File: src/rtl/frp_pkg.sv
package frp_pkg;
  typedef enum logic [1:0] {
    ST_IDLE = 2'd0,
    ST_READ = 2'd1,
    ST_GAP  = 2'd2
  } frp_state_t;

  typedef enum logic {
    MODE_TOGGLE = 1'b0,
    MODE_DATA   = 1'b1
  } frp_mode_t;

  localparam int TOGGLE_BIT = 6;
  localparam int POLL_BIT   = 7;
endpackage

File: src/rtl/frp_gap_timer.sv
module frp_gap_timer #(
  parameter int GAP_W = 21
) (
  input  logic             clk,
  input  logic             rst,
  input  logic             load,
  input  logic [GAP_W-1:0] len,
  output logic             expire
);
  logic [GAP_W-1:0] cnt_q;

  always_ff @(posedge clk) begin
    if (rst)                  cnt_q <= '0;
    else if (load)            cnt_q <= len;
    else if (cnt_q != '0)     cnt_q <= cnt_q - 1'b1;
  end

  assign expire = (cnt_q == GAP_W'(1));

  // once the last gap cycle is reached the timer drains to zero
  a_r7_gap_drains: assert property (@(posedge clk) disable iff (rst)
    (expire && !load) |=> (cnt_q == '0));
endmodule

File: src/rtl/frp_status_cmp.sv
module frp_status_cmp
  import frp_pkg::*;
(
  input  frp_mode_t  mode,
  input  logic [7:0] rd_data,
  input  logic [7:0] exp_data,
  input  logic       ref_bit,
  output logic       sample_bit,
  output logic       match
);
  always_comb begin
    if (mode == MODE_DATA) begin
      sample_bit = rd_data[POLL_BIT];
      match      = (rd_data[POLL_BIT] == exp_data[POLL_BIT]);
    end else begin
      sample_bit = rd_data[TOGGLE_BIT];
      match      = (rd_data[TOGGLE_BIT] == ref_bit);
    end
  end
endmodule

File: src/rtl/frp_iter_cnt.sv
module frp_iter_cnt #(
  parameter int unsigned MAX_ITER   = 32'h0FFF_FFFF,
  parameter int unsigned EXCESS_LIM = 32'h0010_0000,
  parameter int          CNT_W      = $clog2(MAX_ITER + 1)
) (
  input  logic             clk,
  input  logic             rst,
  input  logic             clr,
  input  logic             inc,
  output logic             last,
  output logic [CNT_W-1:0] cnt,
  output logic             excess
);
  localparam logic [CNT_W-1:0] LIMIT = CNT_W'(MAX_ITER);
  localparam logic [CNT_W:0]   XLIM  = (CNT_W+1)'(EXCESS_LIM);

  logic [CNT_W-1:0] cnt_q;
  logic             excess_q;
  logic [CNT_W:0]   cnt_nx;

  assign cnt_nx = {1'b0, cnt_q} + 1'b1;
  assign last   = (cnt_nx >= {1'b0, LIMIT});

  always_ff @(posedge clk) begin
    if (rst || clr) begin
      cnt_q    <= '0;
      excess_q <= 1'b0;
    end else if (inc) begin
      cnt_q <= cnt_nx[CNT_W-1:0];
      if (cnt_nx > XLIM) excess_q <= 1'b1;
    end
  end

  assign cnt    = cnt_q;
  assign excess = excess_q;

  a_r5_cnt_bounded: assert property (@(posedge clk) disable iff (rst)
    cnt_q <= LIMIT);
  a_r6_excess_sticky: assert property (@(posedge clk) disable iff (rst)
    (excess_q && !clr) |=> excess_q);
endmodule

File: src/rtl/flash_ready_poller.sv
module flash_ready_poller
  import frp_pkg::*;
#(
  parameter int unsigned MAX_ITER   = 32'h0FFF_FFFF,
  parameter int unsigned EXCESS_LIM = 32'h0010_0000,
  parameter int          GAP_W      = 21,
  parameter int          CNT_W      = $clog2(MAX_ITER + 1)
) (
  input  logic             clk,
  input  logic             rst,
  input  logic             start,
  input  logic             mode,
  input  logic [7:0]       exp_data,
  input  logic [GAP_W-1:0] gap_cycles,
  output logic             rd_req,
  input  logic             rd_ack,
  input  logic [7:0]       rd_data,
  output logic             busy,
  output logic             done,
  output logic             timeout,
  output logic [CNT_W-1:0] loop_cnt,
  output logic             loop_excess
);
  frp_state_t       state_q;
  frp_mode_t        mode_q;
  logic [7:0]       exp_q;
  logic [GAP_W-1:0] gap_q;
  logic             ref_q, have_ref_q;
  logic             done_q, to_q;

  logic sample_bit, match, last, expire;
  logic accept, ack_ok, need_ref, advance, finish_ok, finish_to;

  assign accept    = (state_q == ST_IDLE) && start;
  assign ack_ok    = (state_q == ST_READ) && rd_ack;
  assign need_ref  = (mode_q == MODE_TOGGLE) && !have_ref_q;
  assign finish_ok = ack_ok && !need_ref && match;
  assign finish_to = ack_ok && !need_ref && !match && last;
  assign advance   = ack_ok && !finish_ok && !finish_to;

  frp_status_cmp u_cmp (
    .mode       (mode_q),
    .rd_data    (rd_data),
    .exp_data   (exp_q),
    .ref_bit    (ref_q),
    .sample_bit (sample_bit),
    .match      (match)
  );

  frp_iter_cnt #(
    .MAX_ITER   (MAX_ITER),
    .EXCESS_LIM (EXCESS_LIM),
    .CNT_W      (CNT_W)
  ) u_iter (
    .clk    (clk),
    .rst    (rst),
    .clr    (accept),
    .inc    (ack_ok && !need_ref),
    .last   (last),
    .cnt    (loop_cnt),
    .excess (loop_excess)
  );

  frp_gap_timer #(.GAP_W(GAP_W)) u_gap (
    .clk    (clk),
    .rst    (rst),
    .load   (advance && (gap_q != '0)),
    .len    (gap_q),
    .expire (expire)
  );

  always_ff @(posedge clk) begin
    if (rst) begin
      state_q    <= ST_IDLE;
      mode_q     <= MODE_TOGGLE;
      exp_q      <= '0;
      gap_q      <= '0;
      ref_q      <= 1'b0;
      have_ref_q <= 1'b0;
      done_q     <= 1'b0;
      to_q       <= 1'b0;
    end else begin
      done_q <= finish_ok;
      to_q   <= finish_to;
      unique case (state_q)
        ST_IDLE: if (start) begin
          state_q    <= ST_READ;
          mode_q     <= frp_mode_t'(mode);
          exp_q      <= exp_data;
          gap_q      <= gap_cycles;
          have_ref_q <= 1'b0;
        end
        ST_READ: begin
          if (finish_ok || finish_to) begin
            state_q <= ST_IDLE;
          end else if (advance) begin
            have_ref_q <= 1'b1;
            ref_q      <= sample_bit;
            state_q    <= (gap_q == '0) ? ST_READ : ST_GAP;
          end
        end
        ST_GAP: if (expire) state_q <= ST_READ;
        default: state_q <= ST_IDLE;
      endcase
    end
  end

  assign rd_req  = (state_q == ST_READ);
  assign busy    = (state_q != ST_IDLE);
  assign done    = done_q;
  assign timeout = to_q;

  a_r8_outcome_exclusive: assert property (@(posedge clk) disable iff (rst)
    !(done && timeout));
  a_r8_done_pulse: assert property (@(posedge clk) disable iff (rst)
    done |=> !done);
  a_r8_timeout_pulse: assert property (@(posedge clk) disable iff (rst)
    timeout |=> !timeout);
  a_r10_req_held: assert property (@(posedge clk) disable iff (rst)
    (rd_req && !rd_ack) |=> rd_req);
  a_r1_idle_quiet: assert property (@(posedge clk) disable iff (rst)
    !busy |-> !rd_req);
  a_r8_cnt_held: assert property (@(posedge clk) disable iff (rst)
    (!busy && !start) |=> $stable(loop_cnt));
  a_r9_mode_kept: assert property (@(posedge clk) disable iff (rst)
    (busy && $past(busy)) |-> $stable(mode_q));
endmodule

File: config.mk
export PLATFORM = sky130hd
export DESIGN_NAME = flash_ready_poller
export DESIGN_NICKNAME = d
export VERILOG_FILES = /design/src/rtl/frp_pkg.sv /design/src/rtl/frp_gap_timer.sv /design/src/rtl/frp_status_cmp.sv /design/src/rtl/frp_iter_cnt.sv /design/src/rtl/flash_ready_poller.sv
export SDC_FILE = /design/constraint.sdc
export NUM_CORES = 1
export LEC_CHECK = 0
export CORE_MARGIN = 3
export CORE_UTILIZATION = 45
export DETAILED_ROUTE_END_ITERATION = 8
export PLACE_DENSITY = 0.78
export SLEW_MARGIN = 20
export SYNTH_ARGS = -nofsm -noshare
export SYNTH_HDL_FRONTEND = slang
export SYNTH_HIERARCHICAL = 1
export SYNTH_SLANG_ARGS = --single-unit
File: constraint.sdc
create_clock -name clk -period 4.7 [get_ports clk]
set_clock_uncertainty 0.05 [all_clocks]
set_input_delay 0.705 -clock clk [delete_from_list [all_inputs] [get_ports clk]]
set_output_delay 0.705 -clock clk [all_outputs]
set_load 0.02 [all_outputs]
==> results.sh <==
export IMPL_die_y_um=109.5
export IMPL_die_area_mm2=0.01199
export IMPL_grt_start_max_net_pins=38
export IMPL_busiest_layer="met2"
export IMPL_pwr_share_clk_pct=23.9
export IMPL_fp_dieW_um=109.5
export IMPL_grt_antenna_before_repair=0
export IMPL_share_comb_of_total_power_pct=33.7
export IMPL_switchingPower_w=0.0007704
export IMPL_use_met1_pct=28.84
export IMPL_yosys_warnings=6
export IMPL_htree_levels=3
export IMPL_vias=4468
export IMPL_p_leak_nw=2.022
export IMPL_hold_slack_ns=0.4292
export IMPL_period_share_pct=88.60
export IMPL_io_buffer_count=61
export IMPL_netlist_area_mm2=0.004820
export IMPL_core_area_mm2=0.01037
export IMPL_wl_per_cell_um=15.31
export IMPL_initial_utilization_pct=46.48
export IMPL_rsz0062_at_grt="false"
export IMPL_pin_count=75
export IMPL_antenna_cells=0
export IMPL_seq_area_mm2=0.001582
export IMPL_crit_fanout=11
export IMPL_synth_net_count=644
export IMPL_end_kind="register"
export IMPL_multi_input_area_mm2=0.002897
export IMPL_overflow=0
export IMPL_grt_use_met2_pct=31.82
export IMPL_maxSlewHeadroom_pct=43.53
export IMPL_final_area_mm2=0.005552
export IMPL_fmax_mhz=240.1
export IMPL_grt_first_pass_wirelength_mm=19.83
export IMPL_seq_power_share_pct=42.4
export IMPL_clkSlewWorstSetupHoldPaths_ns=0.09
export IMPL_setup_tns_ns=0
export IMPL_drcViolationCount=0
export IMPL_grt_pass1_vias=4078
export IMPL_maxCapViolations=0
export IMPL_slew_viol_final=0
export IMPL_sw_frac_of_total_pct=37.42
export IMPL_hold_violations=0
export IMPL_worst_setup_path_type="register to register"
export IMPL_numCtsBuffers=9
export IMPL_synthToLayoutAreaGrowth_pct=15.19
export IMPL_final_net_count=678
export IMPL_avgViaCountPerCell=5.795
export IMPL_totalWireLength_mm=11.80
export IMPL_n_fill_cell=970
export IMPL_antenna_left=0
export IMPL_status="complete, no violations"
export IMPL_power_internal_w=0.001289
export IMPL_clock_sinks=79
export IMPL_p_per_area_mw_per_mm2=370.9
export IMPL_worst_setup_path_start_kind="register"
export IMPL_required_ns=4.89
export IMPL_hpwl_mm=8.265
export IMPL_tightest_slew_ns=0.8406
export IMPL_timing_final_crit_period_ns=4.164
export IMPL_worst_ep_arrival_time_ns=4.35
export IMPL_cts_tree="built"
export IMPL_std_cell_rows=37
export IMPL_root_buffer="clkbuf_8"
export IMPL_peakVddDrop_mv=0.2828
export IMPL_syn_instance_count=596
export IMPL_placed_area_mm2=0.005359
export IMPL_cts_buffer_depth=2
export IMPL_grtUsageTotal_pct=20.36
export IMPL_drive_above_1_share_pct=8.346
export IMPL_postSynthAreaPerCell_um2=8.087
export IMPL_globalRouteMet3Util_pct=3.464
export IMPL_worstSkewPairLatency_ns=0.36
export IMPL_cts_setup_buffers=0
export IMPL_dr_pass1_iters=5
export IMPL_finalSetupViolations=0
export IMPL_dr_first_iter_drc_count=516
export IMPL_hp_class="register to register"
export IMPL_place_gp_congestion=0.8886
## layout by cell type, fill, tap and decap left out, types with 4 or more instances in the layout
| cell type | instances |
|---|---|
| a211oi_1 | 4 |
| a21oi_1 | 47 |
| a31oi_1 | 5 |
| and3_1 | 8 |
| buf_4 | 7 |
| clkbuf_8 | 9 |
| clkdlybuf4s50_1 | 61 |
| dfxtp_1 | 79 |
| ha_1 | 6 |
| inv_1 | 14 |
| mux2i_1 | 12 |
| nand2_1 | 80 |
| nand2b_1 | 8 |
| nand3_1 | 22 |
| nand4_1 | 24 |
| nand4b_1 | 5 |
| nor2_1 | 57 |
| nor2b_1 | 5 |
| nor3_1 | 13 |
| nor3b_1 | 4 |
| nor4_1 | 8 |
| o211a_1 | 7 |
| o21ai_0 | 17 |
| or3_1 | 11 |
| xnor2_1 | 21 |
| xor2_1 | 23 |
## registers in the layout, summed over array words and instances, names as in the netlist
signal	flops
done	1
ref_q	1
u_iter/excess	1
mode_q	1
u_iter/cnt	28
exp_q	1
gap_q	21
state_q	2
timeout	1
have_ref_q	1
u_gap/cnt_q	21
## worst max-delay path, cell delays in order (launching register included)
cell and delay [ns]:
dfxtp_1 0.55, inv_1 0.09, ha_1 0.31, nor2_1 0.09, nor2_1 0.05, or4_1 0.55
a2111oi_4 0.31, o2111ai_1 0.19, o21ai_1 0.22, o22ai_1 0.14, nand2_1 0.14, o21bai_1 0.14
inv_1 0.08, nand2b_1 0.18, nor4_4 0.43, or2_1 0.43, nor2_1 0.10
## power by group through the flow
stage / clock (W) / sequential (W) / combinational [W]
after global routing: 0.000531 / 0.000886 / 0.000779
after floorplan: 0 / 0.000858 / 0.000554
after detailed placement: 0 / 0.000884 / 0.000680
after global placement: 0 / 0.000876 / 0.000653
after CTS: 0.000504 / 0.000869 / 0.000691
final: 0.000493 / 0.000873 / 0.000693
## through the flow
step	instances	setup slack (ns)	util (%)	power [W]
after floorplan	596	1.129	-	0.001412
after global routing	771	0.1071	53.54	0.002196
after detailed placement	755	0.5062	51.68	0.001564
after global placement	755	0.6131	51.68	0.001529
final	771	0.5359	53.54	0.002059
after CTS	771	0.4770	53.49	0.002064
## layout make-up
cell class,instances,area share (%)
multi-input combinational,458,52.17
sequential,79,28.49
timing repair buffer,68,11.95
tap,136,3.065
clock buffer,9,2.231
clock inverter,7,1.149
inverter,14,0.9466
## metal layers
metal | wire [µm] | vias up | part of all wire, %
met3 | 622 | 22 | 5.3
met2 | 5416 | 152 | 46
li1 | - | 2185 | -
met1 | 5572 | 2109 | 47
met5 | 0 | - | 0
met4 | 191 | 0 | 1.6
## repair_timing
action / CTS / global route
hold buffers: 0 / 0
gates resized for setup: 0 / 1
setup endpoints to repair: 0 / 10
## final timing paths
| check | endpoint | cells past startpoint | from | slack [ns] |
|---|---|---|---|---|
| setup / recovery | u_gap/cnt_q[5] | 16 | u_iter/cnt[0] | 0.54 |
| hold / removal | exp_q[7] | 2 | exp_q[7] | 0.43 |
| setup reg to reg | u_gap/cnt_q[5] | 16 | u_iter/cnt[0] | 0.54 |
| hold reg to reg | exp_q[7] | 2 | exp_q[7] | 0.43 |
No activity file was read; power rests on OpenSTA's default activity.
